[src/rtl/ptw_pkg.sv]
package ptw_pkg;
  localparam int PA_W      = 48;
  localparam int DESC_W    = 64;
  localparam int OFS_W     = 12;
  localparam int IDX_W     = 9;
  localparam int ENT_SHIFT = 3;
  localparam int VA_SPAN   = OFS_W + 2 * IDX_W;

  typedef enum logic [1:0] {
    ST_IDLE     = 2'd0,
    ST_FETCH_L2 = 2'd1,
    ST_FETCH_L3 = 2'd2,
    ST_DONE     = 2'd3
  } walk_state_e;

  typedef enum logic [1:0] {
    FLT_NONE  = 2'd0,
    FLT_RANGE = 2'd1,
    FLT_L2    = 2'd2,
    FLT_L3    = 2'd3
  } fault_code_e;

  typedef struct packed {
    logic       pxn;
    logic       af;
    logic [1:0] sh;
    logic [1:0] ap;
    logic [2:0] attr_idx;
  } pte_attr_t;

  // Clears the in-page bits so the value names a 4 KiB aligned frame.
  function automatic logic [PA_W-1:0] frame_base(input logic [PA_W-1:0] raw);
    return {raw[PA_W-1:OFS_W], {OFS_W{1'b0}}};
  endfunction

  // Byte address of descriptor number idx inside the table at table_base.
  function automatic logic [PA_W-1:0] entry_addr(input logic [PA_W-1:0] table_base,
                                                 input logic [IDX_W-1:0] idx);
    logic [PA_W-1:0] scaled;
    scaled = PA_W'({idx, {ENT_SHIFT{1'b0}}});
    return frame_base(table_base) + scaled;
  endfunction

  function automatic logic [IDX_W-1:0] l2_index(input logic [VA_SPAN-1:0] va);
    return va[VA_SPAN-1 -: IDX_W];
  endfunction

  function automatic logic [IDX_W-1:0] l3_index(input logic [VA_SPAN-1:0] va);
    return va[OFS_W +: IDX_W];
  endfunction

  function automatic logic [PA_W-1:0] join_pa(input logic [PA_W-1:0] frame,
                                              input logic [VA_SPAN-1:0] va);
    return {frame[PA_W-1:OFS_W], va[OFS_W-1:0]};
  endfunction
endpackage

[src/rtl/ptw_desc_decode.sv]
module ptw_desc_decode
  import ptw_pkg::*;
(
  input  logic [DESC_W-1:0] desc,
  output logic              is_table,
  output logic [PA_W-1:0]   next_base,
  output pte_attr_t         attr
);
  localparam int BIT_VALID = 0;
  localparam int BIT_TYPE  = 1;
  localparam int AIDX_LO   = 2;
  localparam int AP_LO     = 6;
  localparam int SH_LO     = 8;
  localparam int BIT_AF    = 10;
  localparam int BIT_PXN   = 53;

  assign is_table  = desc[BIT_VALID] & desc[BIT_TYPE];
  assign next_base = frame_base(desc[PA_W-1:0]);

  always_comb begin
    attr.attr_idx = desc[AIDX_LO +: 3];
    attr.ap       = desc[AP_LO +: 2];
    attr.sh       = desc[SH_LO +: 2];
    attr.af       = desc[BIT_AF];
    attr.pxn      = desc[BIT_PXN];
  end
endmodule

[src/rtl/ptw_addr_gen.sv]
module ptw_addr_gen
  import ptw_pkg::*;
(
  input  logic               sel_l3,
  input  logic [VA_SPAN-1:0] va_low,
  input  logic [PA_W-1:0]    root_base,
  input  logic [PA_W-1:0]    l3_base,
  output logic [PA_W-1:0]    fetch_addr
);
  always_comb begin
    if (sel_l3) fetch_addr = entry_addr(l3_base, l3_index(va_low));
    else        fetch_addr = entry_addr(root_base, l2_index(va_low));
  end
endmodule

[src/rtl/ptw_seq.sv]
module ptw_seq
  import ptw_pkg::*;
(
  input  logic               clk,
  input  logic               rst_n,
  input  logic               start_valid,
  input  logic [VA_SPAN-1:0] start_va_low,
  input  logic               start_out_of_range,
  input  logic [PA_W-1:0]    ttbr_base,
  output logic               start_ready,
  input  logic               mem_req_ready,
  input  logic               mem_rsp_valid,
  input  logic               desc_is_table,
  input  logic [PA_W-1:0]    desc_next_base,
  input  pte_attr_t          desc_attr,
  output logic               mem_req_valid,
  output logic               sel_l3,
  output logic [VA_SPAN-1:0] va_q,
  output logic [PA_W-1:0]    root_q,
  output logic [PA_W-1:0]    l3_base_q,
  output logic               done_valid,
  output logic [PA_W-1:0]    done_pa,
  output pte_attr_t          done_attr,
  output fault_code_e        done_code,
  output walk_state_e        state,
  output logic               start_fire,
  output logic               req_fire,
  output logic               rsp_take,
  output logic               range_reject
);
  logic      issued;
  logic      fetching;

  assign fetching      = (state == ST_FETCH_L2) || (state == ST_FETCH_L3);
  assign start_ready   = (state == ST_IDLE);
  assign start_fire    = start_ready && start_valid;
  assign range_reject  = start_fire && start_out_of_range;
  assign mem_req_valid = fetching && !issued;
  assign req_fire      = mem_req_valid && mem_req_ready;
  assign rsp_take      = fetching && issued && mem_rsp_valid;
  assign sel_l3        = (state == ST_FETCH_L3);
  assign done_valid    = (state == ST_DONE);

  always_ff @(posedge clk) begin
    if (!rst_n) begin
      state     <= ST_IDLE;
      issued    <= 1'b0;
      va_q      <= '0;
      root_q    <= '0;
      l3_base_q <= '0;
      done_pa   <= '0;
      done_attr <= '0;
      done_code <= FLT_NONE;
    end else begin
      unique case (state)
        ST_IDLE: begin
          if (start_fire) begin
            va_q      <= start_va_low;
            root_q    <= frame_base(ttbr_base);
            issued    <= 1'b0;
            done_pa   <= '0;
            done_attr <= '0;
            if (start_out_of_range) begin
              done_code <= FLT_RANGE;
              state     <= ST_DONE;
            end else begin
              done_code <= FLT_NONE;
              state     <= ST_FETCH_L2;
            end
          end
        end
        ST_FETCH_L2: begin
          if (req_fire) issued <= 1'b1;
          if (rsp_take) begin
            issued <= 1'b0;
            if (desc_is_table) begin
              l3_base_q <= desc_next_base;
              state     <= ST_FETCH_L3;
            end else begin
              done_code <= FLT_L2;
              state     <= ST_DONE;
            end
          end
        end
        ST_FETCH_L3: begin
          if (req_fire) issued <= 1'b1;
          if (rsp_take) begin
            issued <= 1'b0;
            state  <= ST_DONE;
            if (desc_is_table) begin
              done_pa   <= join_pa(desc_next_base, va_q);
              done_attr <= desc_attr;
              done_code <= FLT_NONE;
            end else begin
              done_code <= FLT_L3;
            end
          end
        end
        default: state <= ST_IDLE;
      endcase
    end
  end
endmodule

[src/rtl/ptw_walker.sv]
module ptw_walker
  import ptw_pkg::*;
#(
  parameter int VA_W = 48
) (
  input  logic              clk,
  input  logic              rst_n,
  input  logic              start_valid,
  output logic              start_ready,
  input  logic [VA_W-1:0]   start_va,
  input  logic [PA_W-1:0]   ttbr_base,
  output logic              mem_req_valid,
  input  logic              mem_req_ready,
  output logic [PA_W-1:0]   mem_req_addr,
  input  logic              mem_rsp_valid,
  input  logic [DESC_W-1:0] mem_rsp_data,
  output logic              done_valid,
  output logic [PA_W-1:0]   done_pa,
  output logic [2:0]        done_attr_idx,
  output logic [1:0]        done_ap,
  output logic [1:0]        done_sh,
  output logic              done_af,
  output logic              done_pxn,
  output logic              done_fault,
  output logic [1:0]        done_fault_code
);
  logic [VA_SPAN-1:0] start_va_low;
  logic               start_out_of_range;

  generate
    if (VA_W > VA_SPAN) begin : g_range
      assign start_va_low       = start_va[VA_SPAN-1:0];
      assign start_out_of_range = |start_va[VA_W-1:VA_SPAN];
    end else begin : g_norange
      assign start_va_low       = VA_SPAN'(start_va);
      assign start_out_of_range = 1'b0;
    end
  endgenerate

  logic               desc_is_table;
  logic [PA_W-1:0]    desc_next_base;
  pte_attr_t          desc_attr;
  logic               sel_l3;
  logic [VA_SPAN-1:0] va_q;
  logic [PA_W-1:0]    root_q;
  logic [PA_W-1:0]    l3_base_q;
  pte_attr_t          done_attr;
  fault_code_e        done_code;
  walk_state_e        state;
  logic               start_fire;
  logic               req_fire;
  logic               rsp_take;
  logic               range_reject;

  ptw_desc_decode u_dec (
    .desc      (mem_rsp_data),
    .is_table  (desc_is_table),
    .next_base (desc_next_base),
    .attr      (desc_attr)
  );

  ptw_addr_gen u_addr (
    .sel_l3     (sel_l3),
    .va_low     (va_q),
    .root_base  (root_q),
    .l3_base    (l3_base_q),
    .fetch_addr (mem_req_addr)
  );

  ptw_seq u_seq (
    .clk                (clk),
    .rst_n              (rst_n),
    .start_valid        (start_valid),
    .start_va_low       (start_va_low),
    .start_out_of_range (start_out_of_range),
    .ttbr_base          (ttbr_base),
    .start_ready        (start_ready),
    .mem_req_ready      (mem_req_ready),
    .mem_rsp_valid      (mem_rsp_valid),
    .desc_is_table      (desc_is_table),
    .desc_next_base     (desc_next_base),
    .desc_attr          (desc_attr),
    .mem_req_valid      (mem_req_valid),
    .sel_l3             (sel_l3),
    .va_q               (va_q),
    .root_q             (root_q),
    .l3_base_q          (l3_base_q),
    .done_valid         (done_valid),
    .done_pa            (done_pa),
    .done_attr          (done_attr),
    .done_code          (done_code),
    .state              (state),
    .start_fire         (start_fire),
    .req_fire           (req_fire),
    .rsp_take           (rsp_take),
    .range_reject       (range_reject)
  );

  assign done_attr_idx   = done_attr.attr_idx;
  assign done_ap         = done_attr.ap;
  assign done_sh         = done_attr.sh;
  assign done_af         = done_attr.af;
  assign done_pxn        = done_attr.pxn;
  assign done_fault_code = done_code;
  assign done_fault      = (done_code != FLT_NONE);
endmodule

[config.mk]
export PLATFORM = sky130hd
export DESIGN_NAME = ptw_walker
export DESIGN_NICKNAME = d
export VERILOG_FILES = /design/src/rtl/ptw_pkg.sv /design/src/rtl/ptw_desc_decode.sv /design/src/rtl/ptw_addr_gen.sv /design/src/rtl/ptw_seq.sv /design/src/rtl/ptw_walker.sv
export SDC_FILE = /design/constraint.sdc
export NUM_CORES = 1
export LEC_CHECK = 0
export BUFFER_PORTS_ARGS = -buffer_cell sky130_fd_sc_hd__buf_4
export CORE_ASPECT_RATIO = 2
export CORE_MARGIN = 10
export CORE_UTILIZATION = 43
export CTS_CLUSTER_DIAMETER = 50
export DETAILED_ROUTE_END_ITERATION = 10
export GPL_ROUTABILITY_DRIVEN = 0
export PLACE_DENSITY = 0.83
export SYNTH_ARGS = -nofsm -noshare
export SYNTH_HDL_FRONTEND = slang
export SYNTH_SLANG_ARGS = --single-unit
export TNS_END_PERCENT = 30
[constraint.sdc]
create_clock -name clk -period 1.8 [get_ports clk]
set_input_delay 0.36 -clock clk [delete_from_list [all_inputs] [get_ports clk]]
set_output_delay 0.36 -clock clk [all_outputs]
set_load 0.02 [all_outputs]
---- Word level (Yosys, flattened, before mapping) ----
Index checks and enable logic that the tools add are counted.
W data, S select, Z words.
storage, ports and cells
  flip-flop bits (word level) ............. 164
  input bits .............................. 165
  logic and storage cells ................. 70
cells by class
  add/subtract/negate cells ............... 2
  eq/ne operators ......................... 9
  muxes and demuxes ....................... 26
  bitwise logic cells ..................... 1
  reductions and logical operators ........ 20
operators with widths
  operator              count
  $mux W48              4
  $add A48 B12 Y48      2
  $pmux W48 S2          1
  $mux W9               3
  $mux W2               9
  $pmux W9 S2           1
  $reduce_or A18 Y1     1
  $pmux W2 S3           2
  $reduce_and A3 Y1     3
  $ne A2 B2 Y1 const B  4
  $reduce_bool A2 Y1    3
  $logic_and A1 B1 Y1   5
  $mux W1               5
  $reduce_and A5 Y1     1
  $eq A2 B2 Y1 const B  2
  $reduce_and A4 Y1     1
  $ne A3 B1 Y1 const B  1
  $reduce_bool A3 Y1    1
  $eq A2 B1 Y1 const B  1
  $logic_not A2 Y1      1
  $ne A2 B1 Y1 const B  1
  $pmux W1 S2           1
  $reduce_and A2 Y1     1
  $reduce_or A2 Y1      1
  other kinds (3)       3

---- Logic depth before layout (Yosys ltp) ----
Gate-level depths: netlist of run 1.
  depth after elaboration ................. 7
  mapped depth ............................ 8
  gate-level depth less buffers ........... 6

---- Cells and area by module ----
From an unflattened synthesis of run 1, not the netlist that was laid out.
unflattened totals
  cell total of the unflattened synthesis .. 939
  area, all modules ....................... 8,160.3 um^2
modules (own cells, without submodules)
  module           instances  cells an instance  area each (um^2)  seq. area each (um^2)
  ptw_seq          1          819                6,902.9           3,523.4
  ptw_addr_gen     1          54                 774.5             0.0
  ptw_desc_decode  1          59                 437.9             0.0
  ptw_walker       1          7                  45.0              0.0

---- Worst setup path before layout of run 1 ----
OpenSTA, ideal clock, no wires.
  kind .................................... reg2out
  from .................................... register u_seq.state[0]
  to ...................................... output mem_req_addr[10]
  arrival time ............................ 1.490 ns
  required time ........................... 1.440 ns
  slack ................................... -0.050 ns
  stages on the path, launching flop included .. 6
  cell sequence ........................... dfxtp_1 > inv_1 > ha_1 > buf_2 > buf_2 > mux2_2
between the ends
  cells in the longest elaborated chain, start to end .. 2
ends and longest elaborated chain
  element                   RTL line            RTL
  start: declaration        ptw_seq.sv:25       output walk_state_e state,
  start signal: assignment  ptw_seq.sv:46       state <= ST_IDLE;
  start signal: assignment  ptw_seq.sv:65       state <= ST_DONE;
  start signal: assignment  ptw_seq.sv:68       state <= ST_FETCH_L2;
  $eq A2 B2 Y1              ptw_seq.sv:41       assign sel_l3 = (state == ST_FETCH_L3);
  $mux W48                  ptw_addr_gen.sv:11  if (sel_l3) fetch_addr = entry_addr(l3_base, l3_index(va_low));
  end: declaration          ptw_walker.sv:14    output logic [PA_W-1:0] mem_req_addr,
Every way passes these cells.

---- Worst setup path after layout of run 1 ----
  from .................................... register u_seq.state[1]
  to ...................................... output mem_req_addr[39]
The elaborated chain is that of the path after synthesis.

==> impl_metrics.py, run 1 <==
metrics = {
    "power": {
        "peakVddDrop_uv": 981.2,
        "total_power_w": 0.01168,
        "power.density_mw_per_mm2": 1228,
        "p_leak_nw": 4.085,
    },
    "synth": {
        "syn_avg_cell_area_um2": 9.146,
        "synth-async-reset-ratio_pct": 0,
        "synthCells": 682,
        "synth_edf_count": 0,
        "synth_flop_cell": "dfxtp_1",
        "yosys_warnings": 0,
        "synth.cell_area_mm2": 0.006237,
        "synth_cell_type_count": 40,
        "yosys_register_bits": 164,
        "seq_area_frac_synth_pct": 52.64,
    },
    "layout": {
        "nets": 1101,
        "regArea_mm2": 0.003286,
        "syn2layout_area_growth_pct": 52.50,
        "mostFrequentLayoutCells": "215 x buf_4, 208 x nand2_1, 162 x dfxtp_1",
        "final_util_pct": 66.64,
        "final_common_cell": "buf_4",
        "diodes": 0,
        "nFillCells": 1139,
        "multiInputGateArea_mm2": 0.002874,
        "drive_above_1_share_pct": 40.11,
    },
    "place": {
        "hpwl_um": 15240,
        "portBuffers": 243,
    },
    "clocking": {
        "cts-root-buf": "clkbuf_16",
        "h-tree-depth": 4,
        "cts_sinks": 164,
        "insertion_delay_ns": 0.43,
        "clk_pin_slew_ns": 0.07,
        "cts_tree": "built",
        "hold_buffers": 0,
        "cts_inserted_buffers": 17,
        "clockBufferDepth": 2,
    },
    "route": {
        "routed_wl_um": 22100,
        "ant_nets": 0,
        "vias": 5901,
        "first_pass_iters": 5,
        "vias_per_cell": 5.190,
        "routedWlPerCell_um": 19.44,
        "drc": 0,
        "initialDrtViolationCount": 267,
    },
    "global_route": {
        "met2_usage_pct": 39.62,
        "antenna_found_initial": 0,
        "grt.busiest_layer": "met2",
        "grt_max_degree": 67,
        "overflow": 0,
        "use_met3_pct": 6.093,
        "track_usage_pct": 20.85,
        "grt_pass1_vias": 6065,
        "grtUsageMet1_pct": 19.32,
        "grt_pass1_wl_um": 32950,
    },
    "timing": {
        "hold_violations": 0,
        "min_period_ns": 2.137,
        "post-route-period-util_pct": 118.7,
        "setup_viol": 107,
        "fin_tns_setup_ns": -19.34,
        "fmax_mhz": 468.0,
        "finalWorstSetupSlack_ns": -0.3370,
        "rsz0062_at_grt": "true",
        "final.setup_skew_ns": 0.01068,
        "slew_viol_final": 0,
    },
    "setup_path": {
        "worstPathRequired_ns": 1.44,
        "path_class": "reg -> out",
        "cp-end-kind": "output port",
        "crit_fanout": 7,
        "r2r_setup_slack_ns": -0.15,
        "rr_worst_depth": 8,
        "worstSetupStartpointType": "flip-flop",
        "worstReg2RegStart": "u_seq.state[1]$_SDFFE_PN0P_",
        "crit_arrival_ns": 1.78,
        "rr_endpoint": "u_seq.done_code[1]$_SDFFE_PN0P_",
        "critical_path.startpoint": "u_seq.state[1]$_SDFFE_PN0P_",
    },
    "flow_run": {
        "cap_violations": 0,
    },
    "status": {
        "failed_checks": "setup timing",
        "outcome": "finished, violations left",
    },
    "die": {
        "die_area_mm2": 0.02001,
        "core_region_area_mm2": 0.01427,
        "chipHeight_um": 190.3,
        "die-width_um": 105.2,
        "io_pins": 276,
        "rows": 62,
        "initial_core_util_pct": 43.70,
    },
    "hold_path": {
        "min_path_cells": 2,
        "worstHoldEndpoint": "u_seq.done_attr[3]$_SDFFE_PN0P_",
        "worstHoldPathType": "in -> reg",
        "hp-start": "mem_rsp_data[6]",
    },
}
-- timing repair --
| action | 4_1_cts | 5_1_grt |
|---|---|---|
| cloned | 3 | 1 |
| endpoints found under the hold margin | 0 | 0 |
| pin swaps | 2 | 6 |
| endpoints found under the setup margin | 117 | 139 |
| setup buffers | 5 | 2 |
| resized for setup | 78 | 29 |
-- worst max-delay path by stage --
stage                                          end  slack, ns  cells past startpoint
floorplan                         mem_req_addr[10]      -0.05                      5
global placement                  mem_req_addr[14]      -0.03                      5
detailed placement  u_seq.done_pa[26]$_SDFFE_PN0P_      -0.06                      7
CTS                               mem_req_addr[14]      -0.36                      6
global route                      mem_req_addr[15]      -0.38                      6
finish                            mem_req_addr[39]      -0.34                      6
-- cells by family (layout without fill, tap and decap cells) --
logic type	after synthesis	count (layout)	synth area share, %
multiplexers	46	46	8.285
AO/OA/AOI/OAI	174	174	18.11
other	1	3	0.06012
flip-flops	164	164	52.64
adder cells (fa/ha/maj)	4	4	0.8024
buffers and inverters	56	317	4.574
AND/OR/NAND/NOR	237	237	15.53
-- power by group --
group          leakage (nW)  total, W  internal (W)  switching (W)
Sequential             1.33   0.00412       0.00394       0.000182
Clock                 0.273   0.00355       0.00199        0.00156
Combinational          2.48   0.00400       0.00196        0.00205
Total                  4.08    0.0117       0.00789        0.00379
-- registers in the layout, summed over array words and instances (netlist names) --
register,cells
u_seq.done_attr,9
u_seq.done_code,2
u_seq.done_pa,48
u_seq.issued,1
u_seq.l3_base_q,36
u_seq.root_q,36
u_seq.state,2
u_seq.va_q,30
-- cells in the mapped netlist, types with 2 or more instances --
cell type  instances  area [µm²]
buf_2              9       45.04
nand3_1            3       15.01
mux2_2            45       506.7
inv_1              3       11.26
or2_2              2       12.51
nand2_1          209       784.5
o21ai_1            2       10.01
a21oi_1          107       535.5
ha_1               4       50.05
dfxtp_1          164        3283
nor2_1             2       7.510
nor4_1             5       31.28
and3_1             2       12.51
clkbuf_1          20       75.07
nor2b_1            2       12.51
buf_4             11       82.58
buf_6              3       33.78
buf_1              9       33.78
and2_1             3       18.77
a22o_1            57       499.2
-- per-layer routing --
layer,vias up,part of all wire [%]
li1,2827,-
met1,2804,34
met2,225,55
met3,45,6.8
met4,0,4.0
met5,-,0
-- critical path, stage by stage (launching register included) --
cell and delay [ns]:
dfxtp_2 0.32, buf_6 0.12, ha_4 0.18, buf_12 0.14, buf_12 0.14, mux2_4 0.30, buf_6 0.14
-- layout make-up --
class | instances | area share [%]
sequential | 164 | 34.54
timing repair buffer | 281 | 26.49
inverter | 4 | 0.1710
clock inverter | 13 | 1.289
multi-input combinational | 464 | 30.22
clock buffer | 19 | 4.762
tap | 192 | 2.526
-- through the flow --
step	cell area, µm²	hold WS, ns	setup WS [ns]	instances
final	9512	0.1442	-0.3370	1137
after global routing	9512	0.1446	-0.3844	1137
after CTS	9368	0.1341	-0.3626	1134
after detailed placement	8371	0.4460	-0.06020	1094
after global placement	8371	0.4384	-0.03085	1094
after floorplan	6245	0.4329	-0.04953	684
Power figures use the tool's default switching activity.
==> run 2: changes to the inputs <==
Settings changed: CELL_PAD_IN_SITES_DETAIL_PLACEMENT from default to 1, CELL_PAD_IN_SITES_GLOBAL_PLACEMENT from default to 1, CORE_UTILIZATION 43 to 31.
==> impl_metrics.py, run 2 (synthesis gave the netlist of run 1 again) <==
metrics = {
    "place": {
        "place_area_mm2": 0.008549,
        "portBuffers": 243,
        "dp_cells": 1167,
        "hpwl_um": 18250,
    },
    "status": {
        "failed_checks": "setup timing",
        "outcome": "finished, violations left",
    },
    "die": {
        "die_area_mm2": 0.02654,
        "chipHeight_um": 220.6,
        "core_region_area_mm2": 0.01982,
        "initial_core_util_pct": 31.47,
        "rows": 73,
        "io_pins": 276,
        "die-width_um": 120.3,
    },
    "clocking": {
        "cts_sinks": 164,
        "clockBufferDepth": 2,
        "insertion_delay_ns": 0.44,
        "cts_inserted_buffers": 17,
        "h-tree-depth": 4,
        "clk_pin_slew_ns": 0.06,
        "cts-root-buf": "clkbuf_16",
        "cts_tree": "built",
    },
    "timing": {
        "rsz0062_at_grt": "true",
        "final.setup_skew_ns": 0.01019,
        "post-route-period-util_pct": 117.4,
        "hold_violations": 0,
        "slew_viol_final": 0,
        "finalWorstSetupSlack_ns": -0.3132,
        "fin_tns_setup_ns": -19.51,
        "fmax_mhz": 473.2,
        "setup_viol": 107,
        "min_period_ns": 2.113,
    },
    "global_route": {
        "antenna_found_initial": 4,
        "track_usage_pct": 18.78,
        "grt_pass1_wl_um": 38210,
        "grt_pass1_vias": 6677,
        "overflow": 0,
        "grt_max_degree": 52,
    },
    "setup_path": {
        "path_class": "reg -> out",
        "crit_fanout": 5,
        "worstPathRequired_ns": 1.44,
        "worstReg2RegStart": "u_seq.state[0]$_SDFFE_PN0P_",
        "r2r_setup_slack_ns": -0.18,
        "cp-end-kind": "output port",
        "rr_endpoint": "u_seq.done_code[0]$_SDFFE_PN0P_",
        "crit_arrival_ns": 1.75,
        "rr_worst_depth": 9,
        "worstSetupStartpointType": "flip-flop",
    },
    "route": {
        "routed_wl_um": 25980,
        "drc": 0,
        "first_pass_iters": 4,
        "vias": 6046,
        "ant_nets": 0,
        "routedWlPerCell_um": 21.40,
        "initialDrtViolationCount": 365,
        "vias_per_cell": 4.980,
    },
    "layout": {
        "nFillCells": 2256,
        "drive_above_1_share_pct": 40.30,
        "final_util_pct": 49.43,
        "largest_register": "u_seq.done_pa",
        "mostFrequentLayoutCells": "213 x buf_4, 208 x nand2_1, 162 x dfxtp_1",
        "largest_reg_flops": 48,
        "syn2layout_area_growth_pct": 57.07,
        "final_cells": 1214,
        "nets": 1105,
        "reg_top3": "u_seq.done_pa: 48 flops, u_seq.l3_base_q: 36 flops, u_seq.root_q: 36 flops",
        "final_common_cell": "buf_4",
        "final_cell_area_mm2": 0.009797,
    },
    "power": {
        "pwr-share-comb_pct": 34.2,
        "seqPwrFrac_pct": 33.6,
        "peakVddDrop_uv": 818.9,
        "clkPwrFrac_pct": 32.1,
        "total_power_w": 0.01229,
        "p_int_w": 0.008495,
        "p_leak_nw": 4.167,
        "power.density_mw_per_mm2": 1254,
        "p_switching_w": 0.003791,
        "sw_frac_of_total_pct": 30.86,
    },
    "hold_path": {
        "min_path_cells": 2,
        "worstHoldPathType": "in -> reg",
        "hp-start": "mem_rsp_data[2]",
        "worstHoldEndpoint": "u_seq.done_attr[0]$_SDFFE_PN0P_",
    },
    "flow_run": {
        "cap_violations": 0,
    },
}
==> run 2: power by group through the flow <==
stage               registers (W)  logic, W  clock network, W
finish                    0.00413   0.00420           0.00395
global route              0.00417   0.00446           0.00419
CTS                       0.00412   0.00390           0.00405
detailed placement        0.00418   0.00339                 0
global placement          0.00416   0.00330                 0
floorplan                 0.00416   0.00186                 0
==> run 2: metrics by stage <==
| stage | hold slack [ns] | setup WS [ns] |
|---|---|---|
| after floorplan | 0.4329 | -0.04953 |
| after global placement | 0.4382 | -0.03168 |
| after detailed placement | 0.4473 | -0.2029 |
| after CTS | 0.1058 | -0.4091 |
| after global routing | 0.1164 | -0.3502 |
| final | 0.1290 | -0.3132 |
==> run 2: routing by layer <==
metal	vias to the layer above	routed length, µm	GRT usage (%)	share of wire, %
li1	2838	-	-	-
met1	2938	8872	16.83	34
met2	204	14460	35.28	56
met3	64	1360	5.615	5.2
met4	2	1279	12.57	4.9
met5	-	7	0	0.027
==> run 2: worst max-delay path by stage <==
| stage | startpoint | endpoint | slack, ns | depth (start not counted) |
|---|---|---|---|---|
| 2_1_floorplan | u_seq.state[0]$_SDFFE_PN0P_ | mem_req_addr[10] | -0.05 | 5 |
| 4_1_cts | u_seq.state[0]$_SDFFE_PN0P_ | mem_req_addr[21] | -0.41 | 6 |
| 3_3_place_gp | u_seq.state[1]$_SDFFE_PN0P_ | u_seq.done_code[0]$_SDFFE_PN0P_ | -0.03 | 7 |
| 6_report | u_seq.state[0]$_SDFFE_PN0P_ | mem_req_addr[8] | -0.31 | 6 |
| 5_1_grt | u_seq.state[0]$_SDFFE_PN0P_ | mem_req_addr[8] | -0.35 | 6 |
| 3_5_place_dp | u_seq.state[1]$_SDFFE_PN0P_ | u_seq.done_code[0]$_SDFFE_PN0P_ | -0.20 | 7 |
==> run 2: area by class of cell <==
| cell class | instances | area (µm²) | share of cell area, % |
|---|---|---|---|
| Clock buffer | 21 | 450.4 | 4.598 |
| Antenna cell | 4 | 10.01 | 0.1022 |
| Clock inverter | 10 | 180.2 | 1.839 |
| Tap cell | 262 | 327.8 | 3.346 |
| Sequential cell | 164 | 3288 | 33.56 |
| Multi-Input combinational cell | 464 | 2924 | 29.85 |
| Timing Repair Buffer | 285 | 2600 | 26.54 |
| Inverter | 4 | 16.27 | 0.1660 |
==> run 2: timing repair <==
action                     CTS  global route
cloned                       2             3
pin swaps                    1            24
setup endpoints to repair  110           145
setup buffers                3             6
hold buffers                 0             0
resized for setup           72            44
==> run 2: critical path, cell delays in order (launching register included) <==
cell and delay (ns):
dfxtp_2 0.34, inv_2 0.05, ha_4 0.17, buf_12 0.14, clkbuf_16 0.16, mux2_4 0.30
buf_6 0.14
